$ cat src/rtl/uart_msg_rx_pkg.sv
package uart_msg_rx_pkg;

    typedef enum logic [2:0] {
        RX_HUNT,
        RX_START,
        RX_DATA,
        RX_STOP1,
        RX_STOP2,
        RX_WAITHI
    } rx_state_e;

    localparam int unsigned OVERSAMPLE = 16;
    localparam int unsigned CHAR_BITS  = 8;

endpackage

$ cat src/rtl/uart_rx_sync.sv
module uart_rx_sync #(
    parameter int unsigned STAGES = 2
) (
    input  logic clk,
    input  logic rst_n,
    input  logic async_in,
    output logic sync_out
);
    logic [STAGES-1:0] chain_q;

    always_ff @(posedge clk or negedge rst_n) begin
        if (!rst_n) chain_q <= '1;
        else        chain_q <= {chain_q[STAGES-2:0], async_in};
    end

    assign sync_out = chain_q[STAGES-1];
endmodule

$ cat src/rtl/uart_rx_tick.sv
module uart_rx_tick #(
    parameter int unsigned DIV_W = 16
) (
    input  logic             clk,
    input  logic             rst_n,
    input  logic [DIV_W-1:0] bit_div,
    output logic             tick
);
    logic [DIV_W-1:0] cnt_d, cnt_q;

    always_comb begin
        tick  = ({1'b0, cnt_q} + 1'b1) >= {1'b0, bit_div};
        cnt_d = tick ? '0 : cnt_q + 1'b1;
    end

    always_ff @(posedge clk or negedge rst_n) begin
        if (!rst_n) cnt_q <= '0;
        else        cnt_q <= cnt_d;
    end
endmodule

$ cat src/rtl/uart_rx_framer.sv
module uart_rx_framer
    import uart_msg_rx_pkg::*;
(
    input  logic       clk,
    input  logic       rst_n,
    input  logic       tick,
    input  logic       line,
    input  logic       enable,
    input  logic       two_stop,
    output logic       byte_valid,
    output logic [7:0] byte_data,
    output logic       frame_err,
    output logic       busy
);
    typedef struct packed {
        rx_state_e   state;
        logic [3:0]  os;
        logic [2:0]  nbit;
        logic [7:0]  shift;
        logic        valid;
        logic        ferr;
    } frm_t;

    frm_t d, q;

    always_comb begin
        d       = q;
        d.valid = 1'b0;
        d.ferr  = 1'b0;
        unique case (q.state)
            RX_HUNT: begin
                if (tick && enable && !line) begin
                    d.state = RX_START;
                    d.os    = 4'd1;
                end
            end
            RX_START: begin
                if (tick) begin
                    if (q.os == 4'd8) begin
                        if (!line) begin
                            d.state = RX_DATA;
                            d.os    = '0;
                            d.nbit  = '0;
                        end else begin
                            d.state = RX_HUNT;
                        end
                    end else begin
                        d.os = q.os + 1'b1;
                    end
                end
            end
            RX_DATA: begin
                if (tick) begin
                    if (q.os == 4'd15) begin
                        d.shift = {line, q.shift[7:1]};
                        d.os    = '0;
                        d.nbit  = q.nbit + 1'b1;
                        if (q.nbit == 3'd7) d.state = RX_STOP1;
                    end else begin
                        d.os = q.os + 1'b1;
                    end
                end
            end
            RX_STOP1, RX_STOP2: begin
                if (tick) begin
                    if (q.os == 4'd15) begin
                        d.os = '0;
                        if (!line) begin
                            d.ferr  = 1'b1;
                            d.state = RX_WAITHI;
                        end else if (q.state == RX_STOP1 && two_stop) begin
                            d.state = RX_STOP2;
                        end else begin
                            d.valid = 1'b1;
                            d.state = RX_HUNT;
                        end
                    end else begin
                        d.os = q.os + 1'b1;
                    end
                end
            end
            RX_WAITHI: begin
                if (line) d.state = RX_HUNT;
            end
            default: d.state = RX_HUNT;
        endcase
    end

    always_ff @(posedge clk or negedge rst_n) begin
        if (!rst_n) begin
            q       <= '0;
            q.state <= RX_HUNT;
        end else begin
            q <= d;
        end
    end

    assign byte_valid = q.valid;
    assign byte_data  = q.shift;
    assign frame_err  = q.ferr;
    assign busy       = (q.state != RX_HUNT);

    // with the receiver disabled, an idle hunt stays idle
    a_r10_disabled_stays_hunt: assert property (@(posedge clk) disable iff (!rst_n)
        (q.state == RX_HUNT && !enable) |=> (q.state == RX_HUNT));

    // a completed character is reported for a single cycle
    a_r1_valid_single: assert property (@(posedge clk) disable iff (!rst_n)
        q.valid |=> !q.valid);

    // a character completes only out of a stop-bit state
    a_r3_valid_after_stop: assert property (@(posedge clk) disable iff (!rst_n)
        $rose(q.valid) |-> ($past(q.state) == RX_STOP1 || $past(q.state) == RX_STOP2));
endmodule

$ cat src/rtl/uart_msg_rx.sv
module uart_msg_rx #(
    parameter int unsigned DIV_W = 16,
    parameter int unsigned LVL_W = 8,
    parameter int unsigned GAP_W = 8,
    parameter int unsigned CNT_W = 16
) (
    input  logic             clk,
    input  logic             rst_n,
    input  logic             rx_line,
    input  logic             rx_enable,
    input  logic             two_stop,
    input  logic [DIV_W-1:0] bit_div,
    input  logic [GAP_W-1:0] idle_bits,
    input  logic [LVL_W-1:0] afull_level,
    input  logic [LVL_W-1:0] fifo_count,
    input  logic             fifo_full,
    input  logic [2:0]       clr_flags,
    output logic             fifo_wr_en,
    output logic [7:0]       fifo_wr_data,
    output logic [CNT_W-1:0] msg_count,
    output logic             rx_done,
    output logic             rx_almost_full,
    output logic             rx_overflow,
    output logic             rx_frame_err
);
    localparam int unsigned SUB_W = $clog2(uart_msg_rx_pkg::OVERSAMPLE);

    logic       line_s, tick, byte_valid, frame_err, busy, end_msg;
    logic [7:0] byte_data;

    uart_rx_sync #(.STAGES(2)) u_sync (
        .clk(clk), .rst_n(rst_n), .async_in(rx_line), .sync_out(line_s)
    );

    uart_rx_tick #(.DIV_W(DIV_W)) u_tick (
        .clk(clk), .rst_n(rst_n), .bit_div(bit_div), .tick(tick)
    );

    uart_rx_framer u_framer (
        .clk(clk), .rst_n(rst_n), .tick(tick), .line(line_s),
        .enable(rx_enable), .two_stop(two_stop),
        .byte_valid(byte_valid), .byte_data(byte_data),
        .frame_err(frame_err), .busy(busy)
    );

    typedef struct packed {
        logic [CNT_W-1:0] byte_cnt;
        logic [CNT_W-1:0] msg_cnt;
        logic [SUB_W-1:0] sub;
        logic [GAP_W-1:0] gap;
        logic             done;
        logic             ovf;
        logic             ferr;
        logic             wr_en;
        logic [7:0]       wr_data;
    } msg_t;

    msg_t d, q;

    always_comb begin
        d       = q;
        d.wr_en = 1'b0;
        end_msg = 1'b0;

        // write-one-to-clear; a set later in this process wins
        if (clr_flags[0]) d.done = 1'b0;
        if (clr_flags[1]) d.ovf  = 1'b0;
        if (clr_flags[2]) d.ferr = 1'b0;

        // idle gap measured in whole bit times
        if (busy) begin
            d.sub = '0;
            d.gap = '0;
        end else if (tick) begin
            d.sub = q.sub + 1'b1;
            if (q.sub == '1 && q.gap != '1) d.gap = q.gap + 1'b1;
        end

        if (byte_valid) begin
            if (fifo_full) begin
                d.ovf = 1'b1;
            end else begin
                d.wr_en   = 1'b1;
                d.wr_data = byte_data;
                if (q.byte_cnt != '1) d.byte_cnt = q.byte_cnt + 1'b1;
            end
        end

        if (frame_err) d.ferr = 1'b1;

        if (!busy && !byte_valid && q.byte_cnt != '0 && q.gap >= idle_bits) begin
            end_msg    = 1'b1;
            d.msg_cnt  = q.byte_cnt;
            d.byte_cnt = '0;
            d.done     = 1'b1;
        end
    end

    always_ff @(posedge clk or negedge rst_n) begin
        if (!rst_n) q <= '0;
        else        q <= d;
    end

    assign fifo_wr_en     = q.wr_en;
    assign fifo_wr_data   = q.wr_data;
    assign msg_count      = q.msg_cnt;
    assign rx_done        = q.done;
    assign rx_overflow    = q.ovf;
    assign rx_frame_err   = q.ferr;
    assign rx_almost_full = (fifo_count >= afull_level);

    // a write is never issued for a character that met a full FIFO
    a_r5_no_write_when_full: assert property (@(posedge clk) disable iff (!rst_n)
        fifo_wr_en |-> !$past(fifo_full));

    // overflow stays latched until cleared
    a_r6_overflow_sticky: assert property (@(posedge clk) disable iff (!rst_n)
        (rx_overflow && !clr_flags[1]) |=> rx_overflow);

    // done stays latched until cleared
    a_r7_done_sticky: assert property (@(posedge clk) disable iff (!rst_n)
        (rx_done && !clr_flags[0]) |=> rx_done);

    // the reported count moves only at an end of message
    a_r8_count_stable: assert property (@(posedge clk) disable iff (!rst_n)
        !end_msg |=> $stable(msg_count));

    // the running count restarts after an end of message
    a_r7_count_restart: assert property (@(posedge clk) disable iff (!rst_n)
        end_msg |=> (q.byte_cnt == '0));
endmodule

$ cat config.mk
export PLATFORM = sky130hd
export DESIGN_NAME = uart_msg_rx
export DESIGN_NICKNAME = d
export VERILOG_FILES = /design/src/rtl/uart_msg_rx_pkg.sv /design/src/rtl/uart_rx_sync.sv /design/src/rtl/uart_rx_tick.sv /design/src/rtl/uart_rx_framer.sv /design/src/rtl/uart_msg_rx.sv
export SDC_FILE = /design/constraint.sdc
export NUM_CORES = 1
export LEC_CHECK = 0
export BUFFER_PORTS_ARGS = -buffer_cell sky130_fd_sc_hd__buf_2
export CAP_MARGIN = 10
export CORE_MARGIN = 3
export CORE_UTILIZATION = 30
export DETAILED_ROUTE_END_ITERATION = 8
export PLACE_DENSITY_LB_ADDON = 0.05
export SYNTH_ARGS = -nofsm -noshare
export SYNTH_HDL_FRONTEND = slang
export SYNTH_HIERARCHICAL = 1
export SYNTH_SLANG_ARGS = --single-unit
$ cat constraint.sdc
create_clock -name clk -period 4 [get_ports clk]
set_clock_uncertainty 0.2 [all_clocks]
set_input_delay 0.2 -clock clk [delete_from_list [all_inputs] [get_ports clk]]
set_output_delay 0.2 -clock clk [all_outputs]
set_load 0.005 [all_outputs]
==> results by group <==
Run status
  – Status: complete, no violations

Worst setup path
  – Max FO, Critical Path: 7
  – Start point of the critical path: u_tick/cnt_q[1]
  – Critical-path top delay cell: or4_1
  – Slowest stage delay, CP: roughly 0.55 ns
  – Top delay family on crit path: simple AND/OR/NAND/NOR gates
  – Cells on worst reg2reg path: 14
  – WS Path Type: reg2reg
  – Critical Path Sink: u_framer/q[17]
  – CP Depth: 14
  – CP bufs+invs: 1
  – CP Capture Type: register
  – Worst EP arrival: ~3.8 ns
  – R2r endpoint: u_framer/q[17]
  – Worst R2R Start: u_tick/cnt_q[1]
  – Cell Chain, Critical Path: ha_2, nand4_1, buf_4, nor4_4, xor2_1, ha_1, nand3_1, or4_1, o22ai_2, or2_4, a2bb2oi_4, nand4b_4, a2111oi_2, a211o_1
  – CP Data Required Time: 4.09 ns
  – Critical Path Source Type: register
  – Flop2flop setup slack: 0.25 ns

Floorplanning
  – Ports: 78
  – Die ar.: 20290 µm²
  – Die Ht: 142.4 µm
  – Initial Utilization: 0.3078
  – Die width: about 140 µm
  – Cell Rows: between 40 and 50
  – Core area: roughly 18000 µm²

Global routing
  – GRT overflow: 0
  – Initial antenna violation count: 0
  – Gr usage total: 0.1243
  – Vias in the first global route: a little over 4000
  – First-pass GRT wire length: 20490 µm
  – Largest net degree at the start of global routing: 38

Logic synthesis
  – Adder-cell share of the synthesized area: 0.09185
  – Mapped cell area: ~5600 µm²
  – Mux cell area share after synthesis: 0.05376
  – Yosys warnings: 6
  – Avg Inst Size Synth: ~9.7 µm²
  – Post-synth net total: 666
  – Synthesized flop and latch total: 94
  – Yosys top cell area share: 0.4122
  – Post-synth EDFFs: 0
  – Area leader, netlist: dfrtp_1
  – Main combinational cell family by area after synthesis: simple AND/OR/NAND/NOR gates
  – Netlist cell types: 66
  – Simple-gate share of the synthesized area: 0.1987
  – Top FF cell, synth: dfrtp_1
  – Top cells by area, synth: dfrtp_1 (41%), ha_1 (9.2%), mux2_2 (4.8%)
  – Gate Count Post-Synth: 576
  – Synth Area in Compound Gates: 0.09028
  – Sequential area share after synthesis: 0.4216
  – Post-synthesis xor/xnor area fraction: 0.04861
  – Synth async-reset ratio: 1.000

CTS
  – Clock-pin slew on the worst setup and hold paths: roughly 0.07 ns
  – Num CTS Buffers: 9
  – CTS tree: yes
  – Insertion delay to the later sink of the worst-skew pair: between 0.3 and 0.4 ns
  – H-Tree Depth: 3
  – CTS root buffer: clkbuf_16
  – Clock Sink Count: 94
  – Clk buf depth: 2

STA
  – RSZ-0062 raised after global routing: false
  – Hold Fails Final Rpt: 0
  – Setup TNS Final: 0 ns
  – Slew Limit Fails: 0
  – Setup violation total in the final timing report: 0
  – Worst-Margin Slew: slightly above 0.6 ns
  – Max Fclk: roughly 270 MHz
  – Slew HR: 0.5941
  – Crit share post-route: 0.9380
  – Hold slack: approximately 0.093 ns
  – Minimum clock period: roughly 3.8 ns
  – Setup slack after layout: 0.2480 ns

Placement
  – Port Buf Inserts: 77
  – Global placement routability congestion: about 0.81
  – Post-DP HPWL: roughly 8900 µm
  – Placement Setup Slack: between 0.0006 and 0.0007 ns

Route
  – Post-route ant nets: 0
  – 1st-iter DRT viols: around 140
  – Total Wirelength: approximately 12000 µm
  – Via Count: about 4100
  – Vias per cell: ~4.7
  – Routed len/inst: ~14 µm
  – First drt pass iteration count: 4
  – DRC viols: 0

Pwr
  – Power, Total: approximately 0.0022 W
  – Leakage power total: 3.275 nW
  – Max VDD drop: a little under 0.2 mV
  – Pwr Density: 339.6 nW/µm²

Cells and area
  – Layout cells sized above 1: 0.2449
  – Filler cell count: between 1500 and 2000
  – # diodes: 0
  – Core Util, Final: 0.3550
  – Layout area overhead: 15.34%
  – Net count, final: 726

Min path
  – Hold Crit Class: in2reg

Flow run
  – Max Cap Viol: 0
cells in the final DEF (no fill, tap or decap), drive strengths merged, types with 3 or more instances in the layout:
cell         Yosys  final
nor2            49     49
a211o            3      3
nand2           66     66
o21ai           17     17
o21a             3      3
nor4             6      6
a211oi           4      4
nor4b            3      3
xor2            14     14
buf             41     90
nor2b            3      3
a21o             5      5
or4              3      3
nand4           11     11
xnor2           17     17
dfrtp           92     92
a31oi            4      4
nor3b           10     10
inv             49     50
clkbuf           6     11
dlygate4sd3      0      6
nand2b           4      4
a21oi           20     20
nor3            17     17
mux2            24     24
nand3           29     29
ha              41     41
mux2i            3      3
synthesized netlist by cell type (all sizes together) (2+ instances only):
| master | number |
|---|---|
| a21o | 5 |
| xor2 | 14 |
| nand4 | 11 |
| o21ai | 17 |
| or4 | 3 |
| nor3b | 10 |
| a211oi | 4 |
| a211o | 3 |
| ha | 41 |
| o22ai | 2 |
| nand2b | 4 |
| buf | 41 |
| nand2 | 66 |
| dfrtp | 92 |
| mux2i | 3 |
| a2111oi | 2 |
| o32a | 2 |
| and3 | 2 |
| o21a | 3 |
| mux2 | 24 |
| and4 | 2 |
| nor2b | 3 |
| nor4b | 3 |
| a22o | 2 |
| clkbuf | 6 |
| dfstp | 2 |
| nor2 | 49 |
| and3b | 2 |
| nand3 | 29 |
| nor3 | 17 |
| nor4 | 6 |
| a21oi | 20 |
| xnor2 | 17 |
| a31oi | 4 |
| inv | 49 |
| or2 | 2 |
stage by stage:
stage                     std cells  cell area (µm²)
final                           870             6442
after global routing            870             6442
after CTS                       867             6359
after detailed placement        845             5987
after global placement          845             5987
after floorplan                 576             5585
cell families (layout without fill, tap and decap cells):
family	after synthesis	count (layout)
flops	94	94
fa+ha+maj	41	41
mux	27	27
compound gates	71	71
buf+inv	96	161
simple gates	216	216
xor+xnor	31	31
worst min-delay path by stage:
| stage | cells after the start | slack (ns) | start | end |
|---|---|---|---|---|
| after floorplan | 0 | -0.30 | rst_n | fifo_wr_data[0] |
| after global placement | 1 | 0.01 | rst_n | u_tick/cnt_q[4] |
| after detailed placement | 1 | 0.008 | rst_n | u_tick/cnt_q[7] |
| after CTS | 3 | 0.06 | two_stop | u_framer/byte_valid |
| after global routing | 3 | 0.08 | two_stop | u_framer/byte_valid |
| final | 3 | 0.09 | two_stop | u_framer/byte_valid |
metal layers:
metal | track usage | share of wire | vias up
met1 | 0.1598 | 0.46 | 1940
met3 | 0.02755 | 0.033 | 8
li1 | - | - | 2062
met2 | 0.2092 | 0.50 | 63
met4 | 0.03752 | 0.0090 | 0
met5 | 0 | 0 | -
layout make-up:
| cell class | instances | area (µm²) | area share |
|---|---|---|---|
| clock buffers | 11 | 252.7 | 0.03923 |
| clock inverters | 5 | 56.30 | 0.008740 |
| inverters | 49 | 183.9 | 0.02855 |
| multi-input cells | 386 | 2750 | 0.4269 |
| flip-flops and latches | 94 | 2355 | 0.3655 |
| well taps | 229 | 286.5 | 0.04447 |
| repair buffers | 96 | 558.0 | 0.08662 |
sequential cells by signal, summed over array words and instances (netlist names):
register	cells
fifo_wr_data	8
u_sync/chain_q	2
fifo_wr_en	1
rx_overflow	1
u_framer/q	10
u_framer/byte_valid	1
rx_done	1
u_framer/byte_data	8
q	28
rx_frame_err	1
u_tick/cnt_q	16
u_framer/frame_err	1
msg_count	16
report_power, final:
group / internal, W / switching (W)
Clock: 0.000519 / 0.000370
Sequential: 0.000984 / 0.0000382
Combinational: 0.000125 / 0.000151
what timing repair did:
| item | 4_1_cts | 5_1_grt |
|---|---|---|
| pin swaps | 0 | 3 |
| gates cloned | 0 | 0 |
| setup buffers | 0 | 3 |
| hold buffers | 6 | 0 |
| endpoints found under the hold margin | 36 | 0 |
| resized for setup | 1 | 9 |
| setup endpoints to repair | 1 | 19 |
worst min-delay path, cell delays in order:
cell     delay, ns
buf_2         0.10
o21ai_0       0.09
and4_1        0.20
Note: power is estimated with default switching activity, not from simulation.
